$ cat config.mk
export PLATFORM = sky130hd
export DESIGN_NAME = video_gate_gen
export DESIGN_NICKNAME = d
export VERILOG_FILES = /design/src/rtl/video_gate_pkg.sv /design/src/rtl/gate_timing_ctrl.sv /design/src/rtl/span_match.sv /design/src/rtl/gate_datapath.sv /design/src/rtl/video_gate_gen.sv
export SDC_FILE = /design/constraint.sdc
export NUM_CORES = 1
export LEC_CHECK = 0
export BUFFER_PORTS_ARGS = -buffer_cell sky130_fd_sc_hd__clkbuf_2
export CAP_MARGIN = 15
export CORE_MARGIN = 5
export CORE_UTILIZATION = 50
export DETAILED_ROUTE_END_ITERATION = 12
export HOLD_SLACK_MARGIN = 0.03
export PLACE_DENSITY_LB_ADDON = 0.05
export SYNTH_ARGS = -nofsm -noshare
export SYNTH_HDL_FRONTEND = slang
export SYNTH_SLANG_ARGS = --single-unit
$ cat constraint.sdc
create_clock -name clk -period 14.7 [get_ports clk]
set_clock_uncertainty 0.15 [all_clocks]
set_input_delay 2.94 -clock clk [delete_from_list [all_inputs] [get_ports clk]]
set_output_delay 2.94 -clock clk [all_outputs]
set_load 0.005 [all_outputs]
$ cat src/rtl/video_gate_pkg.sv
`timescale 1ns/1ps
package video_gate_pkg;

  typedef enum logic [1:0] {
    OUT_IDLE   = 2'd0,
    OUT_GATES  = 2'd1,
    OUT_CURSOR = 2'd2
  } outSel_e;

  typedef struct packed {
    logic    lineGo;
    outSel_e outSel;
  } gateStrobe_t;

endpackage

$ cat src/rtl/gate_timing_ctrl.sv
`timescale 1ns/1ps
module gate_timing_ctrl #(
  parameter int POS_W = 16
) (
  input  logic                            clk,
  input  logic                            rstN,
  input  logic                            lineStart,
  input  logic                            frameStart,
  input  logic                            compositeMode,
  input  logic                            cursorMode,
  output logic [POS_W-1:0]                pixIdx,
  output logic [POS_W-1:0]                lineIdx,
  output video_gate_pkg::gateStrobe_t     strb
);
  import video_gate_pkg::*;

  localparam logic [POS_W-1:0] POS_MAX = {POS_W{1'b1}};

  logic [POS_W-1:0] pixCnt;
  logic [POS_W-1:0] lineCnt;

  // current pixel and line positions (saturating)
  always_comb begin
    if (lineStart) begin
      pixIdx = '0;
    end else if (pixCnt == POS_MAX) begin
      pixIdx = pixCnt;
    end else begin
      pixIdx = POS_W'(pixCnt + 1'b1);
    end

    if (!lineStart) begin
      lineIdx = lineCnt;
    end else if (frameStart) begin
      lineIdx = '0;
    end else if (lineCnt == POS_MAX) begin
      lineIdx = lineCnt;
    end else begin
      lineIdx = POS_W'(lineCnt + 1'b1);
    end
  end

  always_ff @(posedge clk or negedge rstN) begin
    if (!rstN) begin
      pixCnt  <= '0;
      lineCnt <= '0;
    end else begin
      pixCnt  <= pixIdx;
      lineCnt <= lineIdx;
    end
  end

  // output mode decode and strobes
  always_comb begin
    strb.lineGo = lineStart;
    if (!compositeMode) begin
      strb.outSel = OUT_IDLE;
    end else if (cursorMode) begin
      strb.outSel = OUT_CURSOR;
    end else begin
      strb.outSel = OUT_GATES;
    end
  end

endmodule

$ cat src/rtl/span_match.sv
`timescale 1ns/1ps
module span_match #(
  parameter int POS_W = 16
) (
  input  logic [POS_W-1:0] idx,
  input  logic [POS_W-1:0] start,
  input  logic [POS_W-1:0] width,
  output logic             hit
);
  logic [POS_W-1:0] offs;

  always_comb begin
    offs = idx - start;
    hit  = (idx >= start) && (offs < width);
  end

endmodule

$ cat src/rtl/gate_datapath.sv
`timescale 1ns/1ps
module gate_datapath #(
  parameter int POS_W = 16
) (
  input  logic                         clk,
  input  logic                         rstN,
  input  video_gate_pkg::gateStrobe_t  strb,
  input  logic [POS_W-1:0]             pixIdx,
  input  logic [POS_W-1:0]             lineIdx,
  input  logic                         activeLow,
  input  logic [POS_W-1:0]             hStart,
  input  logic [POS_W-1:0]             hWidth,
  input  logic [POS_W-1:0]             vStart,
  input  logic [POS_W-1:0]             vWidth,
  input  logic [POS_W-1:0]             irqStart,
  input  logic [POS_W-1:0]             irqWidth,
  output logic                         driveH,
  output logic                         driveV
);
  import video_gate_pkg::*;

  localparam int NUM_SPAN = 3;
  localparam int SPAN_H   = 0;
  localparam int SPAN_V   = 1;
  localparam int SPAN_IRQ = 2;

  logic [NUM_SPAN-1:0][POS_W-1:0] spanIdx;
  logic [NUM_SPAN-1:0][POS_W-1:0] spanStart;
  logic [NUM_SPAN-1:0][POS_W-1:0] spanWidth;
  logic [NUM_SPAN-1:0]            spanHit;

  assign spanIdx   = {lineIdx,  lineIdx, pixIdx};
  assign spanStart = {irqStart, vStart,  hStart};
  assign spanWidth = {irqWidth, vWidth,  hWidth};

  for (genvar g = 0; g < NUM_SPAN; g++) begin : gSpan
    span_match #(.POS_W(POS_W)) uSpan (
      .idx   (spanIdx[g]),
      .start (spanStart[g]),
      .width (spanWidth[g]),
      .hit   (spanHit[g])
    );
  end

  logic hOn;
  logic vOn;
  logic irqOn;

  always_ff @(posedge clk or negedge rstN) begin
    if (!rstN) begin
      hOn   <= 1'b0;
      vOn   <= 1'b0;
      irqOn <= 1'b0;
    end else begin
      hOn <= spanHit[SPAN_H];
      if (strb.lineGo) begin
        vOn   <= spanHit[SPAN_V];
        irqOn <= spanHit[SPAN_IRQ];
      end
    end
  end

  logic actH;
  logic actV;
  logic curLow;

  always_comb begin
    curLow = (~hOn) | (~vOn);
    actH   = 1'b0;
    actV   = 1'b0;
    case (strb.outSel)
      OUT_GATES: begin
        actH = hOn;
        actV = vOn;
      end
      OUT_CURSOR: begin
        actH = activeLow ? ~curLow : (hOn & vOn);
        actV = irqOn;
      end
      default: begin
        actH = 1'b0;
        actV = 1'b0;
      end
    endcase
    driveH = actH ^ activeLow;
    driveV = actV ^ activeLow;
  end

endmodule

$ cat src/rtl/video_gate_gen.sv
`timescale 1ns/1ps
module video_gate_gen #(
  parameter int POS_W = 16
) (
  input  logic             clk,
  input  logic             rstN,
  input  logic             lineStart,
  input  logic             frameStart,
  input  logic             compositeMode,
  input  logic             cursorMode,
  input  logic             activeLow,
  input  logic [POS_W-1:0] hStart,
  input  logic [POS_W-1:0] hWidth,
  input  logic [POS_W-1:0] vStart,
  input  logic [POS_W-1:0] vWidth,
  input  logic [POS_W-1:0] irqStart,
  input  logic [POS_W-1:0] irqWidth,
  output logic             driveH,
  output logic             driveV
);
  import video_gate_pkg::*;

  gateStrobe_t      strb;
  logic [POS_W-1:0] pixIdx;
  logic [POS_W-1:0] lineIdx;

  gate_timing_ctrl #(.POS_W(POS_W)) uCtrl (
    .clk           (clk),
    .rstN          (rstN),
    .lineStart     (lineStart),
    .frameStart    (frameStart),
    .compositeMode (compositeMode),
    .cursorMode    (cursorMode),
    .pixIdx        (pixIdx),
    .lineIdx       (lineIdx),
    .strb          (strb)
  );

  gate_datapath #(.POS_W(POS_W)) uDatapath (
    .clk       (clk),
    .rstN      (rstN),
    .strb      (strb),
    .pixIdx    (pixIdx),
    .lineIdx   (lineIdx),
    .activeLow (activeLow),
    .hStart    (hStart),
    .hWidth    (hWidth),
    .vStart    (vStart),
    .vWidth    (vWidth),
    .irqStart  (irqStart),
    .irqWidth  (irqWidth),
    .driveH    (driveH),
    .driveV    (driveV)
  );

endmodule

Word level (Yosys, flattened, before mapping)
Cells that the tools add are included.
{ "op_classes": {"n_addsub": 5, "magnitude_cmp": 6, "n_eq_ne": 4, "mux": 10, "bitwise_logic": 7, "n_reduce_logical": 3} }
{ "op_table": {"columns": ["operator", "count"], "rows": [
  ["16-bit 2-to-1 mux", 5],
  ["16-bit greater-or-equal comparator", 3],
  ["16-bit < comparator", 3],
  ["16-bit subtractor", 3],
  ["16-bit by 1-bit adder with 16-bit output, second input constant", 2],
  ["16-bit == test, second input constant", 2],
  ["2-bit 2-to-1 mux", 2],
  ["1-bit one-hot mux with 2 select lines", 2],
  ["1-bit logical AND", 3],
  ["1-bit inverter", 3],
  ["2-bit by 1-bit == test with 1-bit output, second input constant", 1],
  ["2-bit == test, second input constant", 1],
  ["1-bit bitwise XOR", 2],
  ["1-bit AND", 1],
  ["1-bit 2-to-1 mux", 1],
  ["1-bit bitwise OR", 1]
]} }
{ "word_totals": {"reg_bits": 35} }

Depth between registers and ports, before layout
Gate-level depths: netlist of the first run.
{ "logic_depth": {"depth_word": 7, "mapped_depth": 22, "ltp_nobuf": 21} }

Modules after synthesis
Synthesis of the first run repeated with hierarchy kept, for this count alone.
{ "hier_totals": {"hier_cells": 794, "area_unflattened_um2": 5949.5} }
{ "by_module_without_submodules": {"columns": ["mod", "n_inst", "cells_per_inst", "area_each_um2", "seq_area_each_um2"], "rows": [
  ["gate_timing_ctrl", 1, 202, 1850.5, 800.8],
  ["span_match at uDatapath.gSpan[0].uSpan", 1, 212, 1416.4, 0.0],
  ["span_match at uDatapath.gSpan[1].uSpan", 1, 193, 1295.0, 0.0],
  ["span_match at uDatapath.gSpan[2].uSpan", 1, 172, 1211.2, 0.0],
  ["gate_datapath", 1, 15, 176.4, 75.1]
]} }

Least setup slack after synthesis of the first run
OpenSTA, ideal clock, no wires.
{ "synth_path": {"path_kind": "input-to-reg", "start": "input lineStart", "end": "register uDatapath.hOn", "arrival_ns": 6.401, "required_time_ns": 14.446, "slack_ns": 8.045, "cell_stages": 16, "cell_sequence": "clkbuf_1 -> clkbuf_1 -> nor2_1 -> ha_1 -> o21a_1 -> o31a_1 -> o311ai_2 -> nand2b_1 -> a21oi_1 -> xnor2_1 -> ha_1 -> a211o_1 -> a2111oi_0 -> o21ai_0 -> a2111o_1 -> a221oi_1"} }
{ "synth_via": {"elab_chain_cells": 4, "elab_cells_between_ends": 5, "classes_between": "1 x add/sub; 2 x order compare; 1 x mux; 1 x reduce/logical"} }
{ "synth_lines": {"columns": ["element", "line", "source"], "rows": [
  ["from (decl)", "video_gate_gen.sv:7", "input logic lineStart,"],
  ["16-bit 2-to-1 mux *", "gate_timing_ctrl.sv:24", "if (lineStart) begin"],
  ["named net pixIdx[2]", "video_gate_gen.sv:24", "logic [POS_W-1:0] pixIdx;"],
  ["16-bit subtractor", "span_match.sv:13", "offs = idx - start;"],
  ["16-bit < comparator", "span_match.sv:14", "hit = (idx >= start) && (offs < width);"],
  ["1-bit logical AND *", "span_match.sv:14", null],
  ["named net uDatapath.gSpan[0].uSpan.hit", "span_match.sv:8", "output logic hit"],
  ["to (signal assigned)", "gate_datapath.sv:55", "hOn <= spanHit[SPAN_H];"],
  ["to (decl)", "gate_datapath.sv:45", "logic hOn;"]
]} }
Mark *: on every way through the listed nets, which the timed path passes. The rest lies on a longest branch.
A chain may end at the register's enable or synchronous reset.

Worst setup path in the final report of the first run
{ "layout_path": {"start": "input lineStart", "end": "register uDatapath.vOn"} }
{ "layout_via": {"elab_chain_cells": 4, "elab_cells_between_ends": 5, "classes_between": "1 x add/sub; 2 x order compare; 1 x mux; 1 x reduce/logical"} }
{ "layout_lines": {"columns": ["element", "line", "source"], "rows": [
  ["16-bit 2-to-1 mux *", "gate_timing_ctrl.sv:32", "if (!lineStart) begin"],
  ["named net lineIdx[1]", "video_gate_gen.sv:25", "logic [POS_W-1:0] lineIdx;"],
  ["16-bit subtractor", "span_match.sv:13", null],
  ["16-bit < comparator", "span_match.sv:14", null],
  ["1-bit logical AND *", "span_match.sv:14", null],
  ["to (signal assigned)", "gate_datapath.sv:57", "vOn <= spanHit[SPAN_V];"],
  ["to (decl)", "gate_datapath.sv:46", "logic vOn;"]
]} }
Marks and branches as above.

==> flow_metrics.tcl, run 1 <==
set metrics [dict create \
    worstHoldStart "uDatapath.irqOn$_DFFE_PN0P_" \
    synth_seq_area_share_pct 16.0 \
    drive_above_1_share_pct 15.8 \
    synthArstFlopShare_pct 100 \
    synth.distinct_cells 60 \
    p_switching_uw 142 \
    min_to "uDatapath.irqOn$_DFFE_PN0P_" \
    drc 0 \
    syn_nets 922 \
    end_kind "register" \
    setup_viol 0 \
    comb_power_share_pct 47.8 \
    dp_hpwl_um 11400 \
    rsz0062_at_grt "false" \
    timing.hold.ws_ns 0.376 \
    post_dp_cell_area_um2 6100 \
    routed_via_density 5.52 \
    relSlewSlack_pct 33.4 \
    met3_usage_pct 2.27 \
    static-leakage-power_uw 0.00335 \
    gp_congestion 0.854 \
    ctsResizeCount 0 \
    grt_use_met1_pct 23.9 \
    die_x_um 115 \
    hold_buffers 0 \
    grt_pass1_wl_um 22300 \
    power_frac_seq_pct 27.8 \
    die_h_um 115 \
    worstPathRequired_ns 14.76 \
    fmaxAchievable_mhz 137 \
    yosys_warnings 0 \
    postCtsSetupRepairBufs 0 \
    synth_edf_count 0 \
    met2_usage_pct 39.3 \
    worstReg2RegStart "uCtrl.lineCnt[0]$_DFF_PN0_" \
    r2r-end "uDatapath.vOn$_DFFE_PN0P_" \
    start_util_pct 50.7 \
    fp.coreArea_um2 10800 \
    clk_pin_slew_ns 0.08 \
    grt_max_degree 36 \
    port_buffers 104 \
    vias 5284 \
    final_area_um2 6220 \
    max_slew.worst_pin.slew_ns 0.992 \
    antenna_found_initial 0 \
    cap_viol_max_count 0 \
    ys_ff_latch 35 \
    layout-area-overhead-vs-synth_pct 13.6 \
    r2r_slack_ns 8.95 \
    crit_start "lineStart" \
    pwr_density_cell_nw_per_um2 61.2 \
    cp-start-kind "primary input" \
    antenna_left 0 \
    swShare_pct 37.3 \
    status "complete, no violations" \
    clk_latency_ns 0.29 \
    power.internal_uw 238 \
    min_path_type "reg -> reg" \
    grt_usage_pct 20.5 \
    numCtsBuffers 5 \
    wl_um 13400 \
    busiest_layer "met2" \
    yosys_most_used_dff "dfrtp_1" \
    cts_tree "built" \
    syn_area_per_cell_um2 7.59 \
    fin_crit_sh_pct 49.5 \
    fillCellCount 1029 \
    post-route-min-period_ns 7.28 \
    drt_iter0_drc 292 \
    fin_setup_tns_ns 0 \
    slew_violations 0 \
    wl_per_cell_um 14.0 \
    cp_max_fo 22 \
    finalHoldViolations 0 \
    row_count 38 \
    root_buffer "clkbuf_8" \
    cts-htree-levels 2 \
    io_pins 105 \
    first_pass_iters 4 \
    critPathKind "in -> reg" \
    clock_sinks 35 \
    fin_nets 1018 \
    clk_path_buf_depth 2 \
    die_area_um2 13100 \
    min_path_cells 1 \
    n_antenna_cell 0 \
    grt_pass1_vias 5169 \
    worstPathArrival_ns 7.34 \
    overflow 0 \
    r2r_cells 20 \
    synth_area_um2 5470 \
    synthCells 721 \
    p_clk_share_pct 24.4 \
    peakVddDrop_mv 0.0481 \
]
## cells in the mapped netlist (4+ instances only)
library cell,n,area share [%]
a211oi_1,5,0.69
xnor2_1,30,4.8
o21ai_0,32,2.9
o21bai_1,5,0.69
a21boi_0,5,0.69
ha_1,95,22
a31oi_1,9,1.0
or2_2,10,1.1
o21a_1,12,1.6
nand2b_1,7,0.80
or3_1,4,0.46
nand3_1,21,1.9
nor3_1,20,1.8
inv_1,111,7.6
nor2b_1,8,0.91
nor4_1,6,0.69
o211ai_1,7,0.96
a211o_1,4,0.64
a21o_1,15,2.1
xor2_1,24,3.8
o2111ai_1,5,0.80
nor2_1,59,4.0
nand4_1,18,2.1
a21oi_1,59,5.4
nand2_1,35,2.4
and3_1,9,1.0
clkbuf_1,11,0.75
dfrtp_1,35,16
o31ai_1,4,0.55
a2111oi_0,7,1.1
and4_1,5,0.80
mux2i_1,7,1.3
## stage by stage
stage	total power [uW]	utilization (%)	instances	worst slack, ns
finish	380	57.6	958	7.42
global placement	282	56.5	950	7.34
global route	415	57.6	958	6.98
floorplan	238	-	721	8.05
CTS	385	57.6	958	7.42
detailed placement	290	56.5	950	7.16
## final cells by class
cell class	instances	area [um2]	share of cell area [%]
tap	140	175	2.82
timing repair buffer	104	520	8.37
sequential	35	876	14.1
clock buffer	6	82.6	1.33
multi-input combinational	560	4110	66.1
inverter	111	417	6.70
clock inverter	2	35.0	0.564
## metal layers
layer / wire (um) / vias to the layer above
met3: 493 / 18
li1: - / 2764
met4: 234 / 0
met1: 5630 / 2402
met5: 0 / -
met2: 7080 / 100
## worst max-delay path: stages
cell and delay [ns]:
clkbuf_2 0.30, and2_0 0.53, nor2_1 0.58, ha_1 0.35, nor2b_1 0.14, o211ai_1 0.25
and3_1 0.24, o21ai_0 0.10, a21oi_1 0.19, xnor2_1 0.15, ha_1 0.26, a21o_1 0.16
a211oi_1 0.32, o21ai_0 0.14, nor4_1 0.32, o211ai_1 0.19, o2bb2ai_1 0.18
## cells in the final DEF (no fill, tap or decap), drive strengths merged, types with 8 or more instances in the layout
cell / instances
nor2b: 8
inv: 111
or2: 10
and3: 10
clkbuf: 110
nor3: 20
nand3: 23
o21ai: 32
xnor2: 30
ha: 95
o21a: 12
a21oi: 59
nand2: 35
nor2: 59
dfrtp: 35
a31oi: 9
xor2: 24
nand4: 18
a21o: 16
## power groups by stage
stage / clock network, uW / registers (uW) / logic [uW]
detailed placement: 0 / 108 / 182
floorplan: 0 / 106 / 131
global route: 99.4 / 107 / 209
CTS: 94.9 / 106 / 184
global placement: 0 / 107 / 174
finish: 92.8 / 106 / 182
## worst max path at each step
| stage | to | cells after the start | slack (ns) |
|---|---|---|---|
| 4_1_cts | uDatapath.vOn$_DFFE_PN0P_ | 17 | 7.42 |
| 3_3_place_gp | uDatapath.vOn$_DFFE_PN0P_ | 17 | 7.34 |
| 2_1_floorplan | uDatapath.hOn$_DFF_PN0_ | 16 | 8.05 |
| 3_5_place_dp | uDatapath.vOn$_DFFE_PN0P_ | 17 | 7.16 |
| 5_1_grt | uDatapath.vOn$_DFFE_PN0P_ | 17 | 6.98 |
| 6_report | uDatapath.vOn$_DFFE_PN0P_ | 17 | 7.42 |
## cells by family (layout without fill, tap and decap cells)
family	Yosys count	after routing	synth area share [%]
compound gates	187	187	22.3
xor+xnor	54	54	8.64
fa+ha+maj	98	98	22.8
buf+inv	126	223	8.87
flops	35	35	16.0
mux	8	8	1.49
simple gates	213	213	19.8
## registers in the layout, indices dropped and copies added, names as in the netlist
| register | count |
|---|---|
| uCtrl.lineCnt | 16 |
| uCtrl.pixCnt | 16 |
| uDatapath.hOn | 1 |
| uDatapath.irqOn | 1 |
| uDatapath.vOn | 1 |
No activity file was read; power rests on OpenSTA's default activity.
==> run 2, diff against run 1 <==
Settings changed: ABC_AREA set to 1.
Clock period 14.7 ns to 6.42 ns, I/O delays scaled along.
==> flow_metrics.tcl, run 2 <==
set metrics [dict create \
    met3_usage_pct 2.34 \
    max_slew.worst_pin.slew_ns 0.921 \
    die_h_um 120 \
    busiest_layer "met2" \
    cpMostUsedCell "nand2_1" \
    gp_congestion 0.902 \
    muxShareOfSynthArea_pct 0 \
    postCtsSetupRepairBufs 0 \
    antenna_left 0 \
    die_x_um 120 \
    cts_tree "built" \
    start_util_pct 50.9 \
    yosys-top-cells-count "nand2_1 (293), inv_1 (202), ha_1 (95), nor2_1 (92), a21oi_1 (75)" \
    netlist.area_leader.share_pct 19.5 \
    fp.coreArea_um2 12000 \
    end_kind "register" \
    rsz0062_at_grt "false" \
    layout_common_cells "nand2_1 (293), inv_1 (202), clkbuf_2 (104)" \
    synth_top_family_by_area "simple AND/OR/NAND/NOR gates" \
    cap_viol_max_count 0 \
    setup_viol 0 \
    fin_setup_tns_ns 0 \
    root_buffer "clkbuf_16" \
    synthArstFlopShare_pct 100 \
    cp_max_fo 36 \
    clk_pin_slew_ns 0.06 \
    cpLargestDelayFamily "buffers and inverters" \
    critPathKind "in -> reg" \
    fmaxAchievable_mhz 209 \
    wl_um 15200 \
    synth-compound-area-share_pct 10.6 \
    met2_usage_pct 32.7 \
    io_pins 105 \
    synth_area_leaders "ha_1 (20%), nand2_1 (18%), dfrtp_1 (14%)" \
    critical_path_buf_inv_count 3 \
    ctsResizeCount 0 \
    row_count 40 \
    finalHoldViolations 0 \
    worstPathArrival_ns 4.83 \
    hold_buffers 0 \
    n_antenna_cell 0 \
    synthCells 1016 \
    top_regs "uCtrl.lineCnt x16, uCtrl.pixCnt x16" \
    yosys.area_share.simple_pct 35.1 \
    yosysMostFrequentCell "nand2_1" \
    syn_area_per_cell_um2 6.00 \
    post-route-min-period_ns 4.79 \
    pwr_density_cell_nw_per_um2 152 \
    total_power_uw 1050 \
    grt_max_degree 37 \
    clk_latency_ns 0.29 \
    crit_chain "clkbuf_2, clkinv_1, o21ai_1, nand2_1, nor2_1, ha_1, a21oi_1, o21ai_0, a21oi_1, nand2_1, nand2_1, nand2_1, ha_1, nand2_1, inv_1, nand3_1, a21oi_1, nor2_1, nand3_1, nand2_1" \
    peakVddDrop_mv 0.0955 \
    synth.distinct_cells 35 \
    vias 6203 \
    ys_ff_latch 35 \
    synthAdderAreaFrac_pct 20.5 \
    synth_seq_area_share_pct 14.4 \
    yosys_warnings 0 \
    fin_nets 1321 \
    wl_per_cell_um 12.0 \
    dp_hpwl_um 13200 \
    slowest_delay_ns 0.65 \
    clock_sinks 35 \
    synthXorXnorAreaFrac_pct 6.18 \
    yosysTopAreaCell "ha_1" \
    drt_iter0_drc 362 \
    dp_slack_ns 1.29 \
    overflow 0 \
    first_pass_iters 5 \
    worst_slack_ns 1.63 \
    slew_violations 0 \
    numCtsBuffers 5 \
    static-leakage-power_uw 0.00433 \
    antenna_found_initial 0 \
    layout-area-overhead-vs-synth_pct 13.8 \
    synth_area_um2 6090 \
    relSlewSlack_pct 38.6 \
    drive_above_1_share_pct 11.7 \
    synth_edf_count 0 \
    worstPathRequired_ns 6.45 \
    min_path_type "reg -> reg" \
    cp-start-kind "primary input" \
    layout_commonest_cell "nand2_1" \
    die_area_um2 14500 \
    status "complete, no violations" \
    grt_pass1_wl_um 26100 \
    port_buffers 104 \
    worst_path_max_delay_cell "clkinv_1" \
    fin_crit_sh_pct 74.7 \
    routed_via_density 4.89 \
    grt_usage_pct 21.6 \
    cts-htree-levels 2 \
    drc 0 \
    grt_use_met1_pct 32.5 \
    grt_pass1_vias 5763 \
    syn_nets 1217 \
    clk_path_buf_depth 2 \
    yosys_most_used_dff "dfrtp_1" \
]
run 2: cell count changes after synthesis, sizes merged, moves of 9 or more:
cell / delta
inv: +94
nand3: +48
xnor2: -26
xor2: +15
a21oi: +17
a21o: -14
nand2: +262
and3: -10
nor2: +39
nor3: -9
run 2: area by class of cell:
| cell class | count | area, um2 |
|---|---|---|
| clock buffer | 5 | 125 |
| clock inverter | 3 | 43.8 |
| fill | 1223 | 5020 |
| inverter | 207 | 782 |
| multi-input combinational | 767 | 4410 |
| sequential | 35 | 876 |
| tap | 147 | 184 |
| timing repair buffer | 104 | 520 |
run 2: worst register-to-register path: stages, from the launching register on:
cell	delay, ns
dfrtp_1	0.51
ha_1	0.28
inv_1	0.07
nor2_2	0.13
nand2_1	0.11
inv_1	0.08
nand2_2	0.14
nand2_1	0.10
nand3_1	0.07
a21oi_1	0.59
ha_1	0.38
nand3_1	0.08
nand2_1	0.10
nand2_1	0.07
nand2_1	0.08
and2_1	0.17
o21bai_1	0.12
nand2_1	0.07
ha_1	0.28
nand2_1	0.06
inv_1	0.03
o21ai_0	0.20
a21oi_1	0.09
nor2_1	0.10
nand3_1	0.08
nand2_1	0.06
run 2: per-layer routing:
metal	wire [um]	up-vias
li1	-	3418
met1	7920	2608
met2	6350	156
met3	715	21
met4	253	0
met5	0	-
run 2: where the power goes:
| group | leakage (uW) | internal (uW) | switching (uW) | total, uW |
|---|---|---|---|---|
| logic | 0.00378 | 208 | 311 | 518 |
| clock network | 0.0000838 | 183 | 99.0 | 282 |
| registers | 0.000461 | 233 | 18.0 | 251 |
| total | 0.00433 | 624 | 428 | 1050 |
run 2: metrics by stage:
stage | cell area [um2] | cells | hold WS (ns) | util, %
2_1_floorplan | 6090 | 1016 | 0.294 | -
3_3_place_gp | 6770 | 1260 | 0.423 | 56.6
3_5_place_dp | 6770 | 1260 | 0.408 | 56.6
4_1_cts | 6940 | 1268 | 0.432 | 58.0
5_1_grt | 6940 | 1268 | 0.500 | 58.0
6_report | 6940 | 1268 | 0.442 | 58.0
run 2: final timing paths:
path / start / endpoint / slack (ns) / cells past startpoint
min in group asynchronous: rstN / uCtrl.lineCnt[1]$_DFF_PN0_ / 0.98 / 1
max reg2reg: uCtrl.lineCnt[0]$_DFF_PN0_ / uDatapath.irqOn$_DFFE_PN0P_ / 2.15 / 25
max in group asynchronous: rstN / uCtrl.lineCnt[0]$_DFF_PN0_ / 4.57 / 1
min reg2reg: uDatapath.vOn$_DFFE_PN0P_ / uDatapath.vOn$_DFFE_PN0P_ / 0.44 / 2
min: uDatapath.vOn$_DFFE_PN0P_ / uDatapath.vOn$_DFFE_PN0P_ / 0.44 / 2
max: lineStart / uDatapath.vOn$_DFFE_PN0P_ / 1.63 / 20
run 2: cells by family after synthesis:
| family | after synthesis |
|---|---|
| DFF | 35 |
| buffers and inverters | 214 |
| AOI/OAI and AO/OA | 121 |
| and+or+nand+nor | 505 |
| xor gates and xnor gates | 43 |
| adders and majority gates | 98 |
